`src/rtl/vec_pkg.sv`:
```
// Package: shared types and defaults for the edge coincidence counter.
package vec_pkg;

    // Default sizing
    localparam int DEF_CNT_W   = 16;
    localparam int DEF_STAGES  = 2;
    localparam int NUM_CH      = 2;
    localparam int CH_MAIN     = 0;
    localparam int CH_AUX      = 1;

    // Capture counter states
    typedef enum logic [1:0] {
        CAP_IDLE  = 2'd0,
        CAP_ARMED = 2'd1,
        CAP_HELD  = 2'd2
    } cap_state_e;

endpackage

```
`src/rtl/vec_edge_sampler.sv`:
```
// Module: vec_edge_sampler
// Synchronises one asynchronous input into the sample clock domain through
// STAGES flip-flops. It flags a rising edge when the synchronised value is 1
// and the next older sample is 0.
// Assumes the sample clock is at least twice the input's toggle rate.
module vec_edge_sampler #(
    parameter int STAGES = 2
) (
    input  logic clk,
    input  logic rst_n,
    input  logic din,
    output logic rise
);

    localparam int LAST = STAGES - 1;

    logic [LAST:0] sync_q;
    logic          prev_q;

    // Shift the raw input through the synchroniser chain
    always_ff @(posedge clk) begin
        if (!rst_n) begin
            sync_q <= '0;
        end else begin
            sync_q[0] <= din;
            for (int i = 1; i <= LAST; i++) begin
                sync_q[i] <= sync_q[i-1];
            end
        end
    end

    // Keep one further delayed copy for edge comparison
    always_ff @(posedge clk) begin
        if (!rst_n) begin
            prev_q <= 1'b0;
        end else begin
            prev_q <= sync_q[LAST];
        end
    end

    assign rise = sync_q[LAST] & ~prev_q;

endmodule

```
`src/rtl/vec_coinc_reg.sv`:
```
// Module: vec_coinc_reg
// ANDs the per-channel rising-edge flags of one sample period and registers
// the result as a single-cycle pulse. The unregistered AND is also offered
// so that the capture counter acts on the same cycle's decision.
// Assumes both flags come from the same sample clock domain.
module vec_coinc_reg (
    input  logic clk,
    input  logic rst_n,
    input  logic rise_main,
    input  logic rise_aux,
    output logic hit_now,
    output logic pulse
);

    assign hit_now = rise_main & rise_aux;

    // Register the coincidence decision
    always_ff @(posedge clk) begin
        if (!rst_n) begin
            pulse <= 1'b0;
        end else begin
            pulse <= hit_now;
        end
    end

endmodule

```
`src/rtl/vec_capture_counter.sv`:
```
// Module: vec_capture_counter
// Counts main-input rising edges after a start, saturating at the maximum.
// It freezes the count and raises done on the first coincidence.
// Start has priority over any edge in the same cycle. The counter idles
// until the first start after reset.
module vec_capture_counter
    import vec_pkg::*;
#(
    parameter int CNT_W = DEF_CNT_W
) (
    input  logic             clk,
    input  logic             rst_n,
    input  logic             start,
    input  logic             rise_main,
    input  logic             hit_now,
    output logic [CNT_W-1:0] count,
    output logic             done
);

    localparam logic [CNT_W-1:0] CNT_MAX = {CNT_W{1'b1}};

    cap_state_e state_q;

    // Sequence idle / armed / held
    always_ff @(posedge clk) begin
        if (!rst_n) begin
            state_q <= CAP_IDLE;
        end else if (start) begin
            state_q <= CAP_ARMED;
        end else if (state_q == CAP_ARMED && hit_now) begin
            state_q <= CAP_HELD;
        end
    end

    // Clear on start, count main edges while armed, saturate at maximum
    always_ff @(posedge clk) begin
        if (!rst_n) begin
            count <= '0;
        end else if (start) begin
            count <= '0;
        end else if (state_q == CAP_ARMED && rise_main && !hit_now
                     && count != CNT_MAX) begin
            count <= count + 1'b1;
        end
    end

    assign done = (state_q == CAP_HELD);

endmodule

```
`src/rtl/vernier_edge_coinc.sv`:
```
// Module: vernier_edge_coinc (top)
// Oversamples two asynchronous periodic inputs and detects simultaneous
// rising edges. It counts main edges from start to the first coincidence.
// Assumes clk runs at least twice as fast as the faster observed input.
module vernier_edge_coinc
    import vec_pkg::*;
#(
    parameter int CNT_W  = DEF_CNT_W,
    parameter int STAGES = DEF_STAGES
) (
    input  logic             clk,
    input  logic             rst_n,
    input  logic             main_in,
    input  logic             aux_in,
    input  logic             start,
    output logic             coinc_pulse,
    output logic [CNT_W-1:0] edge_count,
    output logic             done
);

    logic [NUM_CH-1:0] raw_in;
    logic [NUM_CH-1:0] rise;
    logic              hit_now;

    assign raw_in[CH_MAIN] = main_in;
    assign raw_in[CH_AUX]  = aux_in;

    // One synchroniser and edge detector per observed input
    for (genvar ch = 0; ch < NUM_CH; ch++) begin : g_ch
        vec_edge_sampler #(
            .STAGES (STAGES)
        ) u_samp (
            .clk   (clk),
            .rst_n (rst_n),
            .din   (raw_in[ch]),
            .rise  (rise[ch])
        );
    end

    vec_coinc_reg u_coinc (
        .clk       (clk),
        .rst_n     (rst_n),
        .rise_main (rise[CH_MAIN]),
        .rise_aux  (rise[CH_AUX]),
        .hit_now   (hit_now),
        .pulse     (coinc_pulse)
    );

    vec_capture_counter #(
        .CNT_W (CNT_W)
    ) u_cnt (
        .clk       (clk),
        .rst_n     (rst_n),
        .start     (start),
        .rise_main (rise[CH_MAIN]),
        .hit_now   (hit_now),
        .count     (edge_count),
        .done      (done)
    );

endmodule

```
`config.mk`:
```
export PLATFORM = sky130hd
export DESIGN_NAME = vernier_edge_coinc
export DESIGN_NICKNAME = d
export VERILOG_FILES = /design/src/rtl/vec_pkg.sv /design/src/rtl/vec_edge_sampler.sv /design/src/rtl/vec_coinc_reg.sv /design/src/rtl/vec_capture_counter.sv /design/src/rtl/vernier_edge_coinc.sv
export SDC_FILE = /design/constraint.sdc
export NUM_CORES = 1
export LEC_CHECK = 0
export BUFFER_PORTS_ARGS = -buffer_cell sky130_fd_sc_hd__buf_2
export CAP_MARGIN = 10
export CELL_PAD_IN_SITES_DETAIL_PLACEMENT = 1
export CELL_PAD_IN_SITES_GLOBAL_PLACEMENT = 1
export CORE_UTILIZATION = 25
export DETAILED_ROUTE_END_ITERATION = 12
export PLACE_DENSITY = 0.55
export SLEW_MARGIN = 20
export SYNTH_ARGS = -nofsm -noshare
export SYNTH_HDL_FRONTEND = slang
export SYNTH_SLANG_ARGS = --single-unit
```
`constraint.sdc`:
```
create_clock -name clk -period 4.2 [get_ports clk]
set_input_delay 0.84 -clock clk [delete_from_list [all_inputs] [get_ports clk]]
set_output_delay 0.84 -clock clk [all_outputs]
set_load 0.005 [all_outputs]
```
==> run summary <==
Status: completed
Post-synth EDFFs: 0
Postcts setup bufs: 0
Syn nets: 124
Final Skew: 4.05 ps
Largest net degree at the start of global routing: 18
P_leak: 0.504 nW
Max-slew violation count: 0
PostCTS Resize Cnt: 0
Final Hold Fails: 0
Yosys Warn Count: 0
Drt initial violations: 42
Core footprint: 4140 sq um
Clock transition at path regs: 100 ps
Least-Margin Pin Slew: 702 ps
Area Growth Syn to Fin: 18.2%
Cell total after placement: 187
Post-synth top flop: dfxtp_1
Layout cells sized above 1: 24.1%
Distinct cell type count after synthesis: 33
Post-synthesis instance total: 118
Clk pwr share: 38.1%
Final setup vio count: 0
Synthesized cell area: 1120 sq um
CP bufs+invs: 0
Die H: 69.0 um
Routability cong.: 0.759
Non-filler cells, final: 191
Pwr Total: 0.000410 W
Placed instance area: 1270 sq um
CP Cell Sequence: ha_1 > nand4_1 > nor4b_4 > nor4b_1 > xnor2_1 > nor2_1
Delay-heaviest family, CP: simple AND/OR/NAND/NOR gates
Worst-Skew Late Latency: 280 ps
P_sw: 0.0000955 W
HP Class: reg2reg
Syn Area/Cell: 9.50 sq um
CTS Hold Buffers Added: 0
Fin Setup TNS: 0 ps
Tcrit/Tclk final: 46.1%
Vias in the first global route: 909
Peak supply drop: 0.000136 V
Chip width: 69.0 um
WS Path Type: reg2reg
Combinational fraction of design power: 3.1%
Yosys reg bits: 25
RSZ-0062 raised after global routing: false
Critical Path Fanout Max: 13
Root buf cell: clkbuf_8
Vias per Instance: 4.80
# clock sinks: 25
Top post-synthesis cells by area: dfxtp_1 (45%), xnor2_1 (7.0%), nor2_1 (5.7%)
Gr ovfl total: 0
DRT antenna net count: 0
Commonest cells post-synth: dfxtp_1 (25), nor2_1 (17), xnor2_1 (9), and2_1 (7), nand2_1 (7)
CTS tree: built
Switching Share: 23.3%
Critical Path AT: 2080 ps
Worst-path cell with the longest stage delay: nor4b_4
Internal: 0.000315 W
Detailed placement HPWL: 1.76 mm
Pwr/cell area: 310 nW/um^2
Seq pwr share: 58.9%
Initial Util: 27.1%
WL per Instance: 12.4 um
Worst setup EP type: register
Largest stage delay, worst path: 650 ps
Via count: 916
Fmax: 0.516 GHz
Number of nets in the layout: 148
Clock Tree Buf Depth: 2
Area leader, netlist: dfxtp_1
Max-cap viol count: 0
Initial antenna violation count: 0
I/O Buffers: 22
H-tree depth: 1
Num CTS Buffers: 3
First-pass GRT wire length: 4.10 mm
Seq/Total Area, Yosys: 44.6%
Fill cells: 508
Pre-antenna DRT Iters: 2
Number of I/O pins: 23
Post-route DRC: 0
Setup crit start kind: register
GRT Util Overall: 11.7%
Asr flop ratio synth: 0%
Cell with the most instances after synthesis: dfxtp_1
Design area: 1330 sq um
Cell Rows: 23
Req. time, crit path: 4350 ps
Period minus WS final: 1940 ps
Die area: 4760 sq um
Ant diodes: 0
Final WL: 2.36 mm
Yosys top cell area share: 44.6%
Rel. slew slack: 53.2%
[layout make-up]
class / instances / area [sq um] / share of cell area [%]
multi-input combinational: 90 / 602 / 45.4
sequential: 25 / 500 / 37.8
timing repair buffer: 22 / 110 / 8.31
tap: 50 / 62.6 / 4.72
clock buffer: 3 / 41.3 / 3.12
clock inverter: 1 / 8.76 / 0.661
[cell usage in the layout, fill, tap and decap left out, types with 3 or more instances in the layout]
cell      synthesis  final
nor4_1            4      4
nand2_1           7      7
nor3_1            3      3
clkbuf_8          0      3
buf_2             0     22
and3_1            3      3
dfxtp_1          25     25
nor2_1           17     17
a21oi_1           4      4
xnor2_1           9      9
and2_1            7      7
nand4_1           3      3
nand3_1           6      6
xor2_1            3      3
[cell families (layout without fill, tap and decap cells)]
family                     count (synthesis)  in the layout  synth area share, %
buffers and inverters                      3             26                 1.67
adders and majority gates                  1              1                 1.12
muxes                                      1              1                0.893
xor gates and xnor gates                  12             12                 9.38
and+or+nand+nor                           69             69                 38.5
DFF                                       25             25                 44.6
AOI/OAI and AO/OA                          7              7                 3.79
[routing by layer]
metal / share of wire, % / GRT usage (%) / up-vias / wire length [um]
met2: 49 / 20.8 / 16 / 1150
met5: 0 / 0 / - / 0
met3: 3.5 / 3.45 / 4 / 82
met4: 0.80 / 3.83 / 0 / 19
li1: - / - / 462 / -
met1: 47 / 13.2 / 434 / 1110
[sequential cells by signal, indices dropped and copies added, names as in the netlist]
signal,cells
g_ch.u_samp.prev_q,2
g_ch.u_samp.sync_q,4
u_cnt.count,16
u_cnt.state_q,2
u_coinc.pulse,1
[power groups by stage]
stage	Clock (W)	Sequential, W	Combinational [W]
after floorplan	0	0.000247	0.00000881
after global placement	0	0.000247	0.0000128
after detailed placement	0	0.000247	0.0000131
after CTS	0.000165	0.000241	0.0000132
after global routing	0.000171	0.000242	0.0000147
final	0.000156	0.000241	0.0000126
[stage by stage]
step	setup slack, ps	hold WS, ps	utilization (%)
6_report	2260	443	32.0
5_1_grt	2040	467	32.0
4_1_cts	2250	448	32.0
3_5_place_dp	2260	423	30.8
3_3_place_gp	2320	417	30.8
2_1_floorplan	2560	412	-
[path summary, 6_finish.rpt]
| kind | from | to | slack [ps] | depth (start not counted) |
|---|---|---|---|---|
| worst max register to register | u_cnt.count[0]$_SDFFE_PP0P_ | u_cnt.count[11]$_SDFFE_PP0P_ | 2260 | 6 |
| worst min-delay path | g_ch[0].u_samp.sync_q[0]$_SDFF_PN0_ | g_ch[0].u_samp.sync_q[1]$_SDFF_PN0_ | 440 | 1 |
| worst max-delay path | u_cnt.count[0]$_SDFFE_PP0P_ | u_cnt.count[11]$_SDFFE_PP0P_ | 2260 | 6 |
| worst min register to register | g_ch[0].u_samp.sync_q[0]$_SDFF_PN0_ | g_ch[0].u_samp.sync_q[1]$_SDFF_PN0_ | 440 | 1 |
(Power assumes the default switching activity.)
